===== src/rtl/pad_ctrl_pkg.sv =====
package pad_ctrl_pkg;
  localparam int DRV_W = 2;
  localparam int CFG_W = 11;

  typedef enum logic [1:0] {
    PM_ACTIVE = 2'b00,
    PM_CGATE  = 2'b01,
    PM_PGATE  = 2'b10,
    PM_DEEP   = 2'b11
  } pwr_mode_e;

  typedef enum logic [1:0] {
    USE_DIG   = 2'b00,
    USE_ANA   = 2'b01,
    USE_USB   = 2'b10,
    USE_DIG2  = 2'b11
  } pad_use_e;

  localparam logic [1:0] PULL_NONE = 2'b00;
  localparam logic [1:0] PULL_UP   = 2'b01;
  localparam logic [1:0] PULL_DOWN = 2'b10;

  typedef struct packed {
    logic [1:0]       act_pull;
    logic [1:0]       slp_pull;
    logic             res_sel;
    logic [DRV_W-1:0] drv;
    logic             fast;
    logic             in_en;
    logic [1:0]       usage;
  } pad_cfg_t;
endpackage


===== src/rtl/pad_cfg_regs.sv =====
module pad_cfg_regs
  import pad_ctrl_pkg::*;
#(
  parameter int NUM_PADS = 4,
  parameter int PAD_AW   = 2,
  parameter logic [NUM_PADS-1:0] STRAP_PU = '0
) (
  input  logic              clk,
  input  logic              rst,
  input  logic              we,
  input  logic [PAD_AW-1:0] addr,
  input  logic [CFG_W-1:0]  wdata,
  output pad_cfg_t          cfg [NUM_PADS]
);
  for (genvar p = 0; p < NUM_PADS; p++) begin : g_pad
    localparam logic [1:0] RST_PULL = STRAP_PU[p] ? PULL_UP : PULL_NONE;
    pad_cfg_t cfg_q;
    always_ff @(posedge clk) begin
      if (rst) begin
        cfg_q.act_pull <= RST_PULL;
        cfg_q.slp_pull <= RST_PULL;
        cfg_q.res_sel  <= 1'b0;
        cfg_q.drv      <= '0;
        cfg_q.fast     <= 1'b0;
        cfg_q.in_en    <= 1'b1;
        cfg_q.usage    <= USE_DIG;
      end else if (we && (32'(addr) == p)) begin
        cfg_q <= pad_cfg_t'(wdata);
      end
    end
    assign cfg[p] = cfg_q;
  end
endmodule


===== src/rtl/pad_hold.sv =====
module pad_hold #(
  parameter int NUM_PADS = 4
) (
  input  logic                clk,
  input  logic                rst,
  input  logic                capture,
  input  logic [NUM_PADS-1:0] core_out,
  input  logic [NUM_PADS-1:0] core_oe,
  output logic [NUM_PADS-1:0] held_out,
  output logic [NUM_PADS-1:0] held_oe
);
  always_ff @(posedge clk) begin
    if (rst) begin
      held_out <= '0;
      held_oe  <= '0;
    end else if (capture) begin
      held_out <= core_out;
      held_oe  <= core_oe;
    end
  end
endmodule


===== src/rtl/pad_lane.sv =====
module pad_lane
  import pad_ctrl_pkg::*;
#(
  parameter bit LOSES_POWER = 1'b0
) (
  input  logic             clk,
  input  logic             rst,
  input  pad_cfg_t         cfg,
  input  logic [1:0]       pwr_mode,
  input  logic             core_out,
  input  logic             core_oe,
  input  logic             held_out,
  input  logic             held_oe,
  output logic             pu,
  output logic             pd,
  output logic             res,
  output logic [DRV_W-1:0] drv,
  output logic             fast,
  output logic             ie,
  output logic             oe,
  output logic             dout
);
  logic       asleep, deep, pull_off;
  logic [1:0] code;
  logic       pu_n, pd_n, ie_n, oe_n, do_n;

  always_comb begin
    asleep   = (pwr_mode != PM_ACTIVE);
    deep     = (pwr_mode == PM_DEEP);
    code     = asleep ? cfg.slp_pull : cfg.act_pull;
    pull_off = (cfg.usage == USE_USB) || (deep && LOSES_POWER);
    pu_n     = !pull_off && (code == PULL_UP);
    pd_n     = !pull_off && (code == PULL_DOWN);
    ie_n     = cfg.in_en && (cfg.usage != USE_ANA);
    if (!asleep) begin
      oe_n = core_oe;
      do_n = core_out;
    end else if (deep) begin
      oe_n = 1'b0;
      do_n = 1'b0;
    end else begin
      oe_n = held_oe;
      do_n = held_out;
    end
  end

  always_ff @(posedge clk) begin
    if (rst) begin
      pu   <= 1'b0;
      pd   <= 1'b0;
      res  <= 1'b0;
      drv  <= '0;
      fast <= 1'b0;
      ie   <= 1'b0;
      oe   <= 1'b0;
      dout <= 1'b0;
    end else begin
      pu   <= pu_n;
      pd   <= pd_n;
      res  <= cfg.res_sel;
      drv  <= cfg.drv;
      fast <= cfg.fast;
      ie   <= ie_n;
      oe   <= oe_n;
      dout <= do_n;
    end
  end
endmodule


===== src/rtl/pad_ctrl_top.sv =====
module pad_ctrl_top
  import pad_ctrl_pkg::*;
#(
  parameter int NUM_PADS = 4,
  parameter logic [NUM_PADS-1:0] LOSE_MASK = 4'b1000,
  parameter logic [NUM_PADS-1:0] STRAP_PU  = 4'b0001,
  localparam int PAD_AW = (NUM_PADS > 1) ? $clog2(NUM_PADS) : 1
) (
  input  logic                      clk,
  input  logic                      rst,
  input  logic                      cfg_we,
  input  logic [PAD_AW-1:0]         cfg_pad,
  input  logic [10:0]               cfg_wdata,
  input  logic [1:0]                pwr_mode,
  input  logic [NUM_PADS-1:0]       core_out,
  input  logic [NUM_PADS-1:0]       core_oe,
  output logic [NUM_PADS-1:0]       pad_pu,
  output logic [NUM_PADS-1:0]       pad_pd,
  output logic [NUM_PADS-1:0]       pad_res,
  output logic [2*NUM_PADS-1:0]     pad_drv,
  output logic [NUM_PADS-1:0]       pad_fast,
  output logic [NUM_PADS-1:0]       pad_ie,
  output logic [NUM_PADS-1:0]       pad_oe,
  output logic [NUM_PADS-1:0]       pad_do
);
  pad_cfg_t            cfg [NUM_PADS];
  logic [NUM_PADS-1:0] held_out, held_oe;
  logic                capture;

  assign capture = (pwr_mode == PM_ACTIVE);

  pad_cfg_regs #(
    .NUM_PADS(NUM_PADS), .PAD_AW(PAD_AW), .STRAP_PU(STRAP_PU)
  ) u_regs (
    .clk(clk), .rst(rst), .we(cfg_we), .addr(cfg_pad),
    .wdata(cfg_wdata), .cfg(cfg)
  );

  pad_hold #(.NUM_PADS(NUM_PADS)) u_hold (
    .clk(clk), .rst(rst), .capture(capture),
    .core_out(core_out), .core_oe(core_oe),
    .held_out(held_out), .held_oe(held_oe)
  );

  for (genvar p = 0; p < NUM_PADS; p++) begin : g_lane
    pad_lane #(.LOSES_POWER(LOSE_MASK[p])) u_lane (
      .clk(clk), .rst(rst), .cfg(cfg[p]), .pwr_mode(pwr_mode),
      .core_out(core_out[p]), .core_oe(core_oe[p]),
      .held_out(held_out[p]), .held_oe(held_oe[p]),
      .pu(pad_pu[p]), .pd(pad_pd[p]), .res(pad_res[p]),
      .drv(pad_drv[2*p +: 2]), .fast(pad_fast[p]), .ie(pad_ie[p]),
      .oe(pad_oe[p]), .dout(pad_do[p])
    );
  end
endmodule


===== config.mk =====
export PLATFORM = sky130hd
export DESIGN_NAME = pad_ctrl_top
export DESIGN_NICKNAME = d
export VERILOG_FILES = /design/src/rtl/pad_ctrl_pkg.sv /design/src/rtl/pad_cfg_regs.sv /design/src/rtl/pad_hold.sv /design/src/rtl/pad_lane.sv /design/src/rtl/pad_ctrl_top.sv
export SDC_FILE = /design/constraint.sdc
export NUM_CORES = 1
export LEC_CHECK = 0
export BUFFER_PORTS_ARGS = -buffer_cell sky130_fd_sc_hd__buf_2
export CAP_MARGIN = 15
export CORE_MARGIN = 2
export CORE_UTILIZATION = 45
export CTS_BUF_LIST = sky130_fd_sc_hd__clkbuf_8 sky130_fd_sc_hd__clkbuf_16
export DETAILED_ROUTE_END_ITERATION = 8
export PLACE_DENSITY_LB_ADDON = 0.12
export SYNTH_ARGS = -nofsm -noshare
export SYNTH_HDL_FRONTEND = slang
export SYNTH_HIERARCHICAL = 1
export SYNTH_SLANG_ARGS = --single-unit

===== constraint.sdc =====
create_clock -name clk -period 1.32 [get_ports clk]
set_input_delay 0.396 -clock clk [delete_from_list [all_inputs] [get_ports clk]]
set_output_delay 0.396 -clock clk [all_outputs]
set_load 0.01 [all_outputs]

Word level (Yosys, flattened, before mapping)
Index checks and enable logic that the tools add are counted.
- equal/unequal tests: 20
- reduce and logical (&&, ||, !) cells: 24
- muxes and demuxes: 20
- operators by type and width (kind ; number):
    $eq 2x2->1 const B ; 11
    $logic_and 1x1->1 ; 16
    $mux 1 ; 16
    $eq 2x1->1 const B ; 5
    $mux 2 ; 4
    $ne 2x1->1 const B ; 4
    $logic_not 1->1 ; 4
    $logic_not 2->1 ; 2
    $reduce_bool 2->1 ; 1
    $logic_or 1x1->1 ; 1
- register bits: 88
- logic and storage cells: 126
- output and inout port bits: 36

Longest topological paths before layout
- depth in word-level cells: 4
- gate-level depth with buffers: 4
- gate-level depth less buffers: 3

By module
The synthesis kept the hierarchy.
- by module, submodules not included (module ; sequential area each (um^2) ; instances ; area an instance (um^2) ; cells an instance):
    pad_cfg_regs ; 880.8 ; 1 ; 1766.7 ; 162
    pad_lane (g_lane[0].u_lane ...) ; 180.2 ; 3 ; 339.1 ; 32
    pad_lane (g_lane[3].u_lane) ; 180.2 ; 1 ; 342.8 ; 32
    pad_hold ; 160.2 ; 1 ; 285.3 ; 26
    pad_ctrl_top ; 0.0 ; 1 ; 3.8 ; 1

Worst setup path before layout
No wires, ideal clock.
- path kind: input to register
- start: input rst
- end: register u_regs.g_pad[0].cfg_q (netlist bit u_regs/cfg[35])
- setup time: 127 ps
- slack: 253 ps
- data arrival time: 940 ps
- stages: 4
- cell sequence: buf_2 > buf_2 > nor2_1 > mux2i_1
- RTL lines (item ; line ; source):
    start: declaration ; pad_ctrl_top.sv:10 ; input logic rst,
    end signal: assignment ; pad_cfg_regs.sv:28 ; cfg_q <= pad_cfg_t'(wdata);
    end: declaration ; pad_cfg_regs.sv:17 ; pad_cfg_t cfg_q;

Worst setup path in the final report
- start: register g_lane[2].u_lane.pd
- end: output pad_pd[2]
- RTL lines (item ; line ; source):
    start: declaration ; pad_lane.sv:15 ; output logic pd,
    start signal: assignment ; pad_lane.sv:59 ; pd <= pd_n;
    end: declaration ; pad_ctrl_top.sv:18 ; output logic [NUM_PADS-1:0] pad_pd,
No word-level cell between the ends.

==> results.json <==
{
  "async_reset_ff_frac": 0,
  "clockBufferDepth": 2,
  "rows": 31,
  "cts_tree": "done",
  "grt_max_degree": 42,
  "grt_pass1_wl_microns": 10800,
  "final.setup_skew_ps": 8.29,
  "antennaDiodeCount": 0,
  "cts_resized": 0,
  "maxCapViolations": 0,
  "cpMaxStageDelayCell": "dfxtp_1",
  "ys_warn_count": 6,
  "hpwl_microns": 4530,
  "tns_ps": 0,
  "finalWeightedCongestion": 0.753,
  "path_cells": "buf_2",
  "start_util": 0.468,
  "seq_area_sq_um": 1760,
  "die_x_microns": 91.1,
  "drive_gt1_frac": 0.257,
  "dr.pass1.iters": 4,
  "port-buffer-count": 61,
  "synth_ff_type": "dfxtp_1",
  "overflow": 0,
  "slowest_delay_ps": 350,
  "syn_nets": 343,
  "yosys-mux-area-fraction": 0.152,
  "crit_path_max_fanout": 1,
  "via_per_inst": 4.78,
  "final_max_slew_viol_count": 0,
  "post_drt_wl_per_cell_microns": 12.9,
  "mostFrequentLayoutCell": "dfxtp_1",
  "relSlewSlack": 0.704,
  "rsz0062_at_grt": "no",
  "power_frac_seq": 0.518,
  "dieHeight_microns": 91.1,
  "combPwrFrac": 0.091,
  "period_needed_ps": 1230,
  "numCtsBuffers": 9,
  "hold_buffers": 0,
  "synthToLayoutAreaGrowth_pct": 23.4,
  "internal_power_uw": 4170,
  "hp-class": "input pin to flip-flop",
  "synth_compound_area_frac": 0.0714,
  "use_met1": 0.219,
  "met3_usage": 0.0423,
  "fmax_mhz": 816,
  "cts_root_buf": "clkbuf_8",
  "crit_family": "flip-flops",
  "grt_antenna_before_repair": 0,
  "p_total_uw": 5390,
  "setup_viol": 0,
  "final_util": 0.578,
  "clkPwrFrac": 0.391,
  "worst_pin_slew_ps": 444,
  "synthesis.instances": 317,
  "crit_type": "flip-flop to primary output",
  "multi_input_area_sq_um": 1550,
  "vdd_drop_max_uv": 549,
  "crit_arrival_ps": 830,
  "final_cells": 500,
  "p_leak_uw": 0.00193,
  "nets": 422,
  "synth_top_family_by_area": "simple AND/OR/NAND/NOR gates",
  "drtAntennaViolNets": 0,
  "outcome": "finished clean",
  "finalCritPeriodShare": 0.929,
  "synth_area_sq_um": 3420,
  "power.share.switching": 0.227,
  "wl_microns": 6470,
  "core_area_sq_um": 7290,
  "critPathBufInv": 1,
  "ys_seq_area_frac": 0.516,
  "use_met2": 0.252,
  "synth_edf_count": 0,
  "clk_latency_ps": 350,
  "yosysUniqueCellTypes": 25,
  "cp-end-kind": "primary output",
  "post-place-ws_ps": -175,
  "num_vias": 2388,
  "final_cell_mix": "88 x dfxtp_1, 61 x buf_2, 56 x nand2b_1, 52 x mux2i_1, 18 x nor2_1",
  "drc_errors": 0,
  "powerDensity_nw_per_um2": 1280,
  "htreeDepth": 3,
  "grt_pass1_vias": 2266,
  "fillers": 678,
  "synth_xor_area_frac": 0,
  "io_pins": 62,
  "fin_ws_ps": 93.8,
  "path_clk_slew_ps": 90,
  "cp-start-kind": "flip-flop",
  "track_usage": 0.166,
  "first_iter_violations": 73,
  "dp.cells": 484,
  "synth-adder-area-share": 0,
  "dieArea_sq_um": 8300,
  "synth_top_area_share": 0.516,
  "syn_avg_cell_area_sq_um": 10.8,
  "cts.sinks": 88,
  "busiest_layer": "met2",
  "synthTopCellsByArea": "dfxtp_1 52%, mux2i_1 15%, nand2b_1 10%",
  "finalHoldViolations": 0,
  "yosysTopAreaCell": "dfxtp_1",
  "yosys.area_share.simple": 0.230,
  "required_ps": 920,
  "postCtsSetupRepairBufs": 0,
  "ys_seq_elements": 88,
  "power_switching_uw": 1220
}
==> power groups by stage <==
stage	combinational, uW	sequential, uW	clock, uW
CTS	499	2800	2160
detailed placement	497	2860	0
finish	492	2800	2110
floorplan	255	2870	0
global route	544	2810	2270
global placement	489	2860	0
==> stage by stage <==
| stage | instance area [sq um] | hold WS (ps) |
|---|---|---|
| CTS | 4220 | 277 |
| floorplan | 3420 | 439 |
| finish | 4220 | 292 |
| global route | 4220 | 306 |
| detailed placement | 3990 | 454 |
| global placement | 3990 | 449 |
==> path summary, 6_finish.rpt <==
kind,from,endpoint,slack [ps],cells after the start
worst max register to register,u_regs/cfg[0]$_SDFFE_PP0P_,g_lane[3].u_lane/pu$_SDFF_PP0_,320,3
worst min register to register,u_regs/cfg[28]$_SDFFE_PP0P_,g_lane[1].u_lane/res$_SDFF_PP0_,460,1
worst max-delay path,g_lane[2].u_lane/pd$_SDFF_PP0_,pad_pd[2],90,1
worst min-delay path,core_oe[0],u_hold/held_oe[0]$_SDFFE_PP0P_,290,3
==> layout make-up <==
| cell class | count | area share |
|---|---|---|
| Tap cell | 99 | 0.0294 |
| Sequential cell | 88 | 0.418 |
| Clock buffer | 11 | 0.0359 |
| Multi-Input combinational cell | 208 | 0.368 |
| Timing Repair Buffer | 81 | 0.123 |
| Inverter | 8 | 0.00712 |
| Clock inverter | 5 | 0.0190 |
==> per-layer routing <==
layer,part of all wire,wire [microns],vias to the layer above
met5,0,0,-
li1,-,-,1240
met4,0.021,136,0
met3,0.042,270,9
met2,0.44,2860,44
met1,0.50,3200,1095
==> state kept, by name, summed over array words and instances (netlist names) <==
name	cells
u_regs/cfg	44
g_lane.u_lane/drv	8
g_lane.u_lane/dout	4
g_lane.u_lane/fast	4
g_lane.u_lane/ie	4
g_lane.u_lane/oe	4
g_lane.u_lane/pd	4
g_lane.u_lane/pu	4
g_lane.u_lane/res	4
u_hold/held_oe	4
u_hold/held_out	4
==> synth_stat cells, types with 3 or more instances <==
| master | number |
|---|---|
| dfxtp_1 | 88 |
| nand2b_1 | 56 |
| mux2i_1 | 52 |
| nor2_1 | 18 |
| a211oi_1 | 16 |
| nor2b_1 | 16 |
| nand3b_1 | 10 |
| a21boi_1 | 8 |
| and2b_1 | 8 |
| inv_1 | 8 |
| or3b_1 | 8 |
| clkbuf_1 | 4 |
| nor2_2 | 4 |
| o211a_1 | 4 |
| a21oi_1 | 3 |
| buf_2 | 3 |
| buf_4 | 3 |
==> logic make-up (layout without fill, tap and decap cells) <==
logic type	after synthesis	after routing
AND/OR/NAND/NOR	124	124
flip-flops	88	88
multiplexers	52	52
AO/OA/AOI/OAI	32	32
buffers and inverters	21	105
Note: power is estimated with default switching activity, not from simulation.
